$ cat src/rtl/rxr_pkg.sv
package rxr_pkg;
    localparam int OFF_W     = 16;
    localparam int CW        = OFF_W + 1;
    localparam int WA_W      = OFF_W - 2;
    localparam int LEN_W     = 16;
    localparam int MIN_LOG2  = 13;
    localparam int ERR_W     = 5;
    localparam int DA_BYTES  = 6;
    localparam int DA_W      = 8 * DA_BYTES;
    localparam int HDR_BYTES = 4;
    localparam int SEEN_W    = $clog2(DA_BYTES + 1);
    localparam logic [LEN_W-1:0] LEN_BUSY = 16'hFFF0;
    localparam logic [OFF_W-1:0] RD_BIAS  = OFF_W'(16);

    typedef enum logic [1:0] {
        WS_IDLE,
        WS_COPY,
        WS_FLUSH,
        WS_FIN
    } wr_state_t;

    typedef struct packed {
        logic mcast;
        logic phys;
        logic bcast;
    } addr_class_t;

    typedef struct packed {
        logic [LEN_W-1:0] len;
        logic [15:0]      status;
    } rec_hdr_t;

    function automatic logic [CW-1:0] ring_bytes(input logic [1:0] sel);
        return CW'(1) << (MIN_LOG2 + int'(sel));
    endfunction

    function automatic logic [CW-1:0] align4(input logic [CW-1:0] x);
        return (x + CW'(3)) & ~CW'(3);
    endfunction
endpackage

$ cat src/rtl/rxr_addr_filter.sv
module rxr_addr_filter
    import rxr_pkg::*;
(
    input  logic            clk,
    input  logic            rst,
    input  logic            take,
    input  logic            first,
    input  logic [7:0]      data,
    input  logic [DA_W-1:0] station,
    output addr_class_t     cls
);
    logic [DA_W-1:0]   da;
    logic [SEEN_W-1:0] seen;
    logic              full;

    always_ff @(posedge clk) begin
        if (rst) begin
            da   <= '0;
            seen <= '0;
        end else if (take) begin
            if (first) begin
                da[7:0] <= data;
                seen    <= SEEN_W'(1);
            end else if (seen < SEEN_W'(DA_BYTES)) begin
                da[8*int'(seen) +: 8] <= data;
                seen <= seen + SEEN_W'(1);
            end
        end
    end

    always_comb begin
        full      = (seen == SEEN_W'(DA_BYTES));
        cls.bcast = full && (da == '1);
        cls.mcast = full && da[0] && !cls.bcast;
        cls.phys  = full && (da == station);
    end
endmodule

$ cat src/rtl/rxr_space.sv
module rxr_space
    import rxr_pkg::*;
(
    input  logic             clk,
    input  logic             rst,
    input  logic [1:0]       ring_sel,
    input  logic             host_we,
    input  logic [OFF_W-1:0] host_wdata,
    input  logic [OFF_W-1:0] wr_off,
    output logic [OFF_W-1:0] ring_mask,
    output logic [CW-1:0]    free_bytes,
    output logic             empty
);
    logic [OFF_W-1:0] host_reg;
    logic [OFF_W-1:0] rd_off;
    logic [OFF_W-1:0] used;
    logic [CW-1:0]    ring;

    always_ff @(posedge clk) begin
        if (rst)          host_reg <= '0 - RD_BIAS;
        else if (host_we) host_reg <= host_wdata;
    end

    always_comb begin
        ring       = ring_bytes(ring_sel);
        ring_mask  = OFF_W'(ring - CW'(1));
        rd_off     = (host_reg + RD_BIAS) & ring_mask;
        used       = (wr_off - rd_off) & ring_mask;
        free_bytes = ring - {1'b0, used};
        empty      = (rd_off == wr_off);
    end
endmodule

$ cat src/rtl/rxr_writer.sv
module rxr_writer
    import rxr_pkg::*;
(
    input  logic             clk,
    input  logic             rst,
    input  logic             rx_valid,
    input  logic             rx_sof,
    input  logic             rx_eof,
    input  logic [7:0]       rx_data,
    input  logic [ERR_W-1:0] rx_err,
    input  logic [3:0]       cfg_accept,
    input  logic             cfg_accept_err,
    input  addr_class_t      cls,
    input  logic [CW-1:0]    free_bytes,
    input  logic [OFF_W-1:0] ring_mask,
    output logic [OFF_W-1:0] wr_off,
    output logic             mem_we,
    output logic [WA_W-1:0]  mem_addr,
    output logic [3:0]       mem_be,
    output logic [31:0]      mem_wdata,
    output logic             irq_rok,
    output logic             irq_rer,
    output logic             irq_ovf
);
    wr_state_t        state;
    logic [OFF_W-1:0] rec;
    logic [LEN_W-1:0] cnt;
    logic [7:0]       pend;
    logic             pend_v;
    logic [CW-1:0]    pend_d;
    logic [ERR_W-1:0] err_q;
    logic             ovf_seen;

    logic [OFF_W-1:0] pend_abs;
    logic             pend_fit;
    logic             good, addr_ok, want, room;
    logic [CW-1:0]    span;
    rec_hdr_t         hdr_final;

    always_comb begin
        pend_abs  = (rec + OFF_W'(pend_d)) & ring_mask;
        pend_fit  = pend_d < free_bytes;
        good      = (err_q == '0);
        addr_ok   = cfg_accept[0]
                  | (cfg_accept[1] & cls.phys)
                  | (cfg_accept[2] & cls.mcast)
                  | (cfg_accept[3] & cls.bcast);
        want      = addr_ok && (good || cfg_accept_err);
        span      = align4(CW'(cnt) + CW'(HDR_BYTES));
        room      = !ovf_seen && (span < free_bytes);
        hdr_final.len    = cnt;
        hdr_final.status = {cls.mcast, cls.phys, cls.bcast, 7'b0, err_q, good};
    end

    always_ff @(posedge clk) begin
        mem_we  <= 1'b0;
        mem_be  <= '0;
        irq_rok <= 1'b0;
        irq_rer <= 1'b0;
        irq_ovf <= 1'b0;
        if (rst) begin
            state     <= WS_IDLE;
            rec       <= '0;
            wr_off    <= '0;
            cnt       <= '0;
            pend      <= '0;
            pend_v    <= 1'b0;
            pend_d    <= '0;
            err_q     <= '0;
            ovf_seen  <= 1'b0;
            mem_addr  <= '0;
            mem_wdata <= '0;
        end else begin
            if (pend_v && (state == WS_COPY || state == WS_FLUSH)) begin
                pend_v <= 1'b0;
                if (pend_fit) begin
                    mem_we    <= 1'b1;
                    mem_addr  <= pend_abs[OFF_W-1:2];
                    mem_be    <= 4'b0001 << pend_abs[1:0];
                    mem_wdata <= {4{pend}};
                end else begin
                    ovf_seen <= 1'b1;
                end
            end
            case (state)
                WS_IDLE: if (rx_valid && rx_sof) begin
                    rec      <= wr_off;
                    pend     <= rx_data;
                    pend_v   <= 1'b1;
                    pend_d   <= CW'(HDR_BYTES);
                    cnt      <= LEN_W'(1);
                    err_q    <= rx_eof ? rx_err : '0;
                    ovf_seen <= !(CW'(HDR_BYTES - 1) < free_bytes);
                    if (CW'(HDR_BYTES - 1) < free_bytes) begin
                        mem_we    <= 1'b1;
                        mem_addr  <= wr_off[OFF_W-1:2];
                        mem_be    <= 4'hF;
                        mem_wdata <= {LEN_BUSY, 16'h0000};
                    end
                    state <= rx_eof ? WS_FLUSH : WS_COPY;
                end
                WS_COPY: if (rx_valid) begin
                    pend   <= rx_data;
                    pend_v <= 1'b1;
                    pend_d <= pend_d + CW'(1);
                    cnt    <= cnt + LEN_W'(1);
                    if (rx_eof) begin
                        err_q <= rx_err;
                        state <= WS_FLUSH;
                    end
                end
                WS_FLUSH: state <= WS_FIN;
                default: begin
                    irq_rer <= !good;
                    if (want) begin
                        if (room) begin
                            mem_we    <= 1'b1;
                            mem_addr  <= rec[OFF_W-1:2];
                            mem_be    <= 4'hF;
                            mem_wdata <= hdr_final;
                            wr_off    <= (rec + OFF_W'(span)) & ring_mask;
                            irq_rok   <= good;
                        end else begin
                            irq_ovf <= 1'b1;
                        end
                    end
                    state <= WS_IDLE;
                end
            endcase
        end
    end
endmodule

$ cat src/rtl/rx_ring_writer.sv
module rx_ring_writer
    import rxr_pkg::*;
(
    input  logic             clk,
    input  logic             rst,
    input  logic [3:0]       cfg_accept,
    input  logic             cfg_accept_err,
    input  logic [1:0]       cfg_ring_sel,
    input  logic [DA_W-1:0]  station_addr,
    input  logic             host_rd_we,
    input  logic [OFF_W-1:0] host_rd_wdata,
    input  logic             rx_valid,
    input  logic             rx_sof,
    input  logic             rx_eof,
    input  logic [7:0]       rx_data,
    input  logic [ERR_W-1:0] rx_err,
    output logic             mem_we,
    output logic [WA_W-1:0]  mem_addr,
    output logic [3:0]       mem_be,
    output logic [31:0]      mem_wdata,
    output logic [OFF_W-1:0] wr_ptr,
    output logic             buf_empty,
    output logic             irq_rok,
    output logic             irq_rer,
    output logic             irq_ovf
);
    addr_class_t      cls;
    logic [OFF_W-1:0] ring_mask;
    logic [CW-1:0]    free_bytes;

    rxr_addr_filter u_filt (
        .clk     (clk),
        .rst     (rst),
        .take    (rx_valid),
        .first   (rx_sof),
        .data    (rx_data),
        .station (station_addr),
        .cls     (cls)
    );

    rxr_space u_space (
        .clk        (clk),
        .rst        (rst),
        .ring_sel   (cfg_ring_sel),
        .host_we    (host_rd_we),
        .host_wdata (host_rd_wdata),
        .wr_off     (wr_ptr),
        .ring_mask  (ring_mask),
        .free_bytes (free_bytes),
        .empty      (buf_empty)
    );

    rxr_writer u_wr (
        .clk            (clk),
        .rst            (rst),
        .rx_valid       (rx_valid),
        .rx_sof         (rx_sof),
        .rx_eof         (rx_eof),
        .rx_data        (rx_data),
        .rx_err         (rx_err),
        .cfg_accept     (cfg_accept),
        .cfg_accept_err (cfg_accept_err),
        .cls            (cls),
        .free_bytes     (free_bytes),
        .ring_mask      (ring_mask),
        .wr_off         (wr_ptr),
        .mem_we         (mem_we),
        .mem_addr       (mem_addr),
        .mem_be         (mem_be),
        .mem_wdata      (mem_wdata),
        .irq_rok        (irq_rok),
        .irq_rer        (irq_rer),
        .irq_ovf        (irq_ovf)
    );
endmodule

$ cat config.mk
export PLATFORM = sky130hd
export DESIGN_NAME = rx_ring_writer
export DESIGN_NICKNAME = d
export VERILOG_FILES = /design/src/rtl/rxr_pkg.sv /design/src/rtl/rxr_addr_filter.sv /design/src/rtl/rxr_space.sv /design/src/rtl/rxr_writer.sv /design/src/rtl/rx_ring_writer.sv
export SDC_FILE = /design/constraint.sdc
export NUM_CORES = 1
export LEC_CHECK = 0
export ABC_AREA = 1
export BUFFER_PORTS_ARGS = -buffer_cell sky130_fd_sc_hd__buf_2
export CAP_MARGIN = 30
export CELL_PAD_IN_SITES_DETAIL_PLACEMENT = 1
export CELL_PAD_IN_SITES_GLOBAL_PLACEMENT = 2
export CORE_UTILIZATION = 36
export DETAILED_ROUTE_END_ITERATION = 8
export GPL_TIMING_DRIVEN = 0
export PLACE_DENSITY = 0.93
export SLEW_MARGIN = 40
export SYNTH_ARGS = -nofsm -noshare
export SYNTH_HDL_FRONTEND = slang
export SYNTH_SLANG_ARGS = --single-unit
$ cat constraint.sdc
create_clock -name clk -period 14.9 [get_ports clk]
set_input_delay 0.745 -clock clk [delete_from_list [all_inputs] [get_ports clk]]
set_output_delay 0.745 -clock clk [all_outputs]
set_load 0.01 [all_outputs]
==> metrics.yaml <==
synthFlopType: "dfxtp_1"
cts_tree: "built"
tns_ps: 0
via_count: 15086
holdPathStages: 3
finalNetCount: 2449
root_buffer: "clkbuf_16"
dieArea_mm2: 0.0396
worstPathArrival_ps: 9510
drive_gt1_frac: 0.138
rsz0062_at_grt: "false"
fin_skew_ps: 39.7
regMostFlops: "u_filt.da"
worst_path_max_delay_cell: "a2111oi_1"
synth_area_leaders: "dfxtp_1 (29%), nand2_1 (11%), ha_1 (9.6%)"
syn_area_mm2: 0.0140
synth_seq_cells: 203
cts_buffer_depth: 3
htree_levels: 1
wl_per_cell_um: 20.8
numCtsBuffers: 26
netlist_top_cells_count: "nand2_1 (414), inv_1 (270), dfxtp_1 (203)"
ff2ff_path_depth: 39
drt_iter0_drc: 853
fmax_mhz: 111
row_count: 71
detail-route-antenna-nets: 0
worst_pin_slew_ps: 911
clkTransAtPathRegs_ps: 60
route.detailed.drc: 0
ys_warn_count: 0
outcome: "completed"
final-setup-viol-count: 0
clk_latency_ps: 560
io-pin-count: 161
worst_slack_ps: 5880
antenna_found_initial: 0
wirelength_mm: 57.7
final-max-slew-violation-count: 0
firstDrtPassIters: 5
path_max_fanout: 11
avgSynthCellArea_um2: 6.80
ys_seq_area_frac: 0.291
synthToLayoutAreaGrowth_pct: 16.8
grt.overflow.total: 0
top_usage_layer: "met2"
start_kind: "input port"
chipWidth_um: 199
peakVddDrop_v: 0.0000860
cts.sinks: 203
fin_cells: 2777
dp.cells: 2731
synth_edf_count: 0
grt_max_degree: 15
gp_congestion: 0.964
die-height_um: 199
dp_hpwl_mm: 47.2
synth_most_common_cell: "nand2_1"
grt_use_total: 0.292
min_path_type: "in2reg"
period_share: 0.606
placed_area_mm2: 0.0155
diodes: 0
yosys.cell_types.count: 67
design_area_mm2: 0.0163
cp_slowest_stage_delay_ps: 740
cts_resized: 0
end_kind: "flop"
preCtsSetupSlack_ps: 5330
relSlewSlack: 0.392
grt_pass1_vias: 15583
syn_inst: 2054
largest_register_ffs: 48
top_regs: "u_filt.da x48, u_wr.mem_wdata x32, u_wr.pend_d x17"
core_area_mm2: 0.0379
postCtsHoldBufs: 0
gr-usage-met3: 0.0314
p_leak_nw: 7.60
max_cap_violations: 0
io_buffers: 159
cpMostUsedCell: "nand2_1"
gr-usage-met2: 0.498
worstSetupPathType: "in2reg"
critical_path_required_ps: 15380
use_met1: 0.382
p_per_area_mw_per_mm2: 127
hold_violations: 0
period_minus_slack_ps: 9020
via_per_inst: 5.43
start_util: 0.368
cts_setup_buffers: 0
grt_pass1_wl_mm: 87.8
synth_top_area_cell: "dfxtp_1"
synth_top_area_frac: 0.291
synthArstFlopShare: 0
[power breakdown]
group          total, mW  internal (mW)  switching, mW
combinational      0.795          0.247          0.548
sequential         0.645          0.596         0.0499
clock              0.635          0.382          0.253
total               2.08           1.23          0.851
[final cells by class]
class,instances,area [µm²]
Tap cell,511,639
Timing Repair Buffer,159,796
Multi-Input combinational cell,1515,8600
Inverter,285,1070
Buffer,58,292
Clock buffer,39,749
Fill cell,5034,21600
Sequential cell,203,4060
Clock inverter,7,114
[through the flow]
| step | hold slack [ps] | utilization | power (mW) |
|---|---|---|---|
| 2_1_floorplan | 429 | - | 1.16 |
| 3_3_place_gp | 460 | 0.407 | 1.41 |
| 3_5_place_dp | 462 | 0.408 | 1.44 |
| 4_1_cts | 396 | 0.430 | 2.08 |
| 5_1_grt | 417 | 0.430 | 2.19 |
| 6_report | 409 | 0.430 | 2.08 |
[worst max-delay path, delay by kind of cell]
kind / cells / cell delay (ps)
AO/OA/AOI/OAI: 5 / 1300
XOR/XNOR: 1 / 700
adder cells (fa/ha/maj): 5 / 1700
AND/OR/NAND/NOR: 22 / 3060
buffers and inverters: 7 / 1930
[path summary, 6_finish.rpt]
path,start,endpoint,slack (ps)
hold / removal,host_rd_wdata[12],u_space.host_reg[12],410
hold reg to reg,u_wr.pend_d[16],u_wr.pend_d[16],470
setup reg to reg,u_space.host_reg[6],u_wr.wr_off[3],7620
setup / recovery,cfg_ring_sel[0],u_wr.wr_off[3],5880
[cell families (layout without fill, tap and decap cells)]
kind of cell / after synthesis / count (layout) / share of synthesized area
other: 2 / 9 / 0.000537
flip-flops: 203 / 203 / 0.291
XOR/XNOR: 44 / 44 / 0.0295
AND/OR/NAND/NOR: 897 / 897 / 0.293
adder cells (fa/ha/maj): 111 / 111 / 0.102
AO/OA/AOI/OAI: 454 / 454 / 0.187
buffers and inverters: 343 / 548 / 0.0974
[per-layer routing]
metal  wire [µm]  up-vias  part of all wire
met1       26300     7377              0.46
met4        1810        0             0.031
met3        2730      100             0.047
li1            -     7234                 -
met5           0        -                 0
met2       26900      375              0.47
[cells in the final DEF (no fill, tap or decap), drive strengths merged, types with 3 or more instances in the layout]
master,instances
nand2,436
inv,280
nor2,206
dfxtp,203
buf,178
a21oi,174
o21ai,170
nand3,112
ha,107
clkbuf,78
nor3,48
nand4,44
xor2,37
a31oi,27
nor4,24
a211oi,22
clkinv,10
o2111ai,9
conb,9
o22ai,9
or2,9
o31ai,7
xnor2,7
o21bai,6
o21a,6
nor3b,5
a41oi,5
nand3b,4
o211a,4
fa,4
a21boi,3
a22oi,3
and2,3
Power figures use the tool's default switching activity.
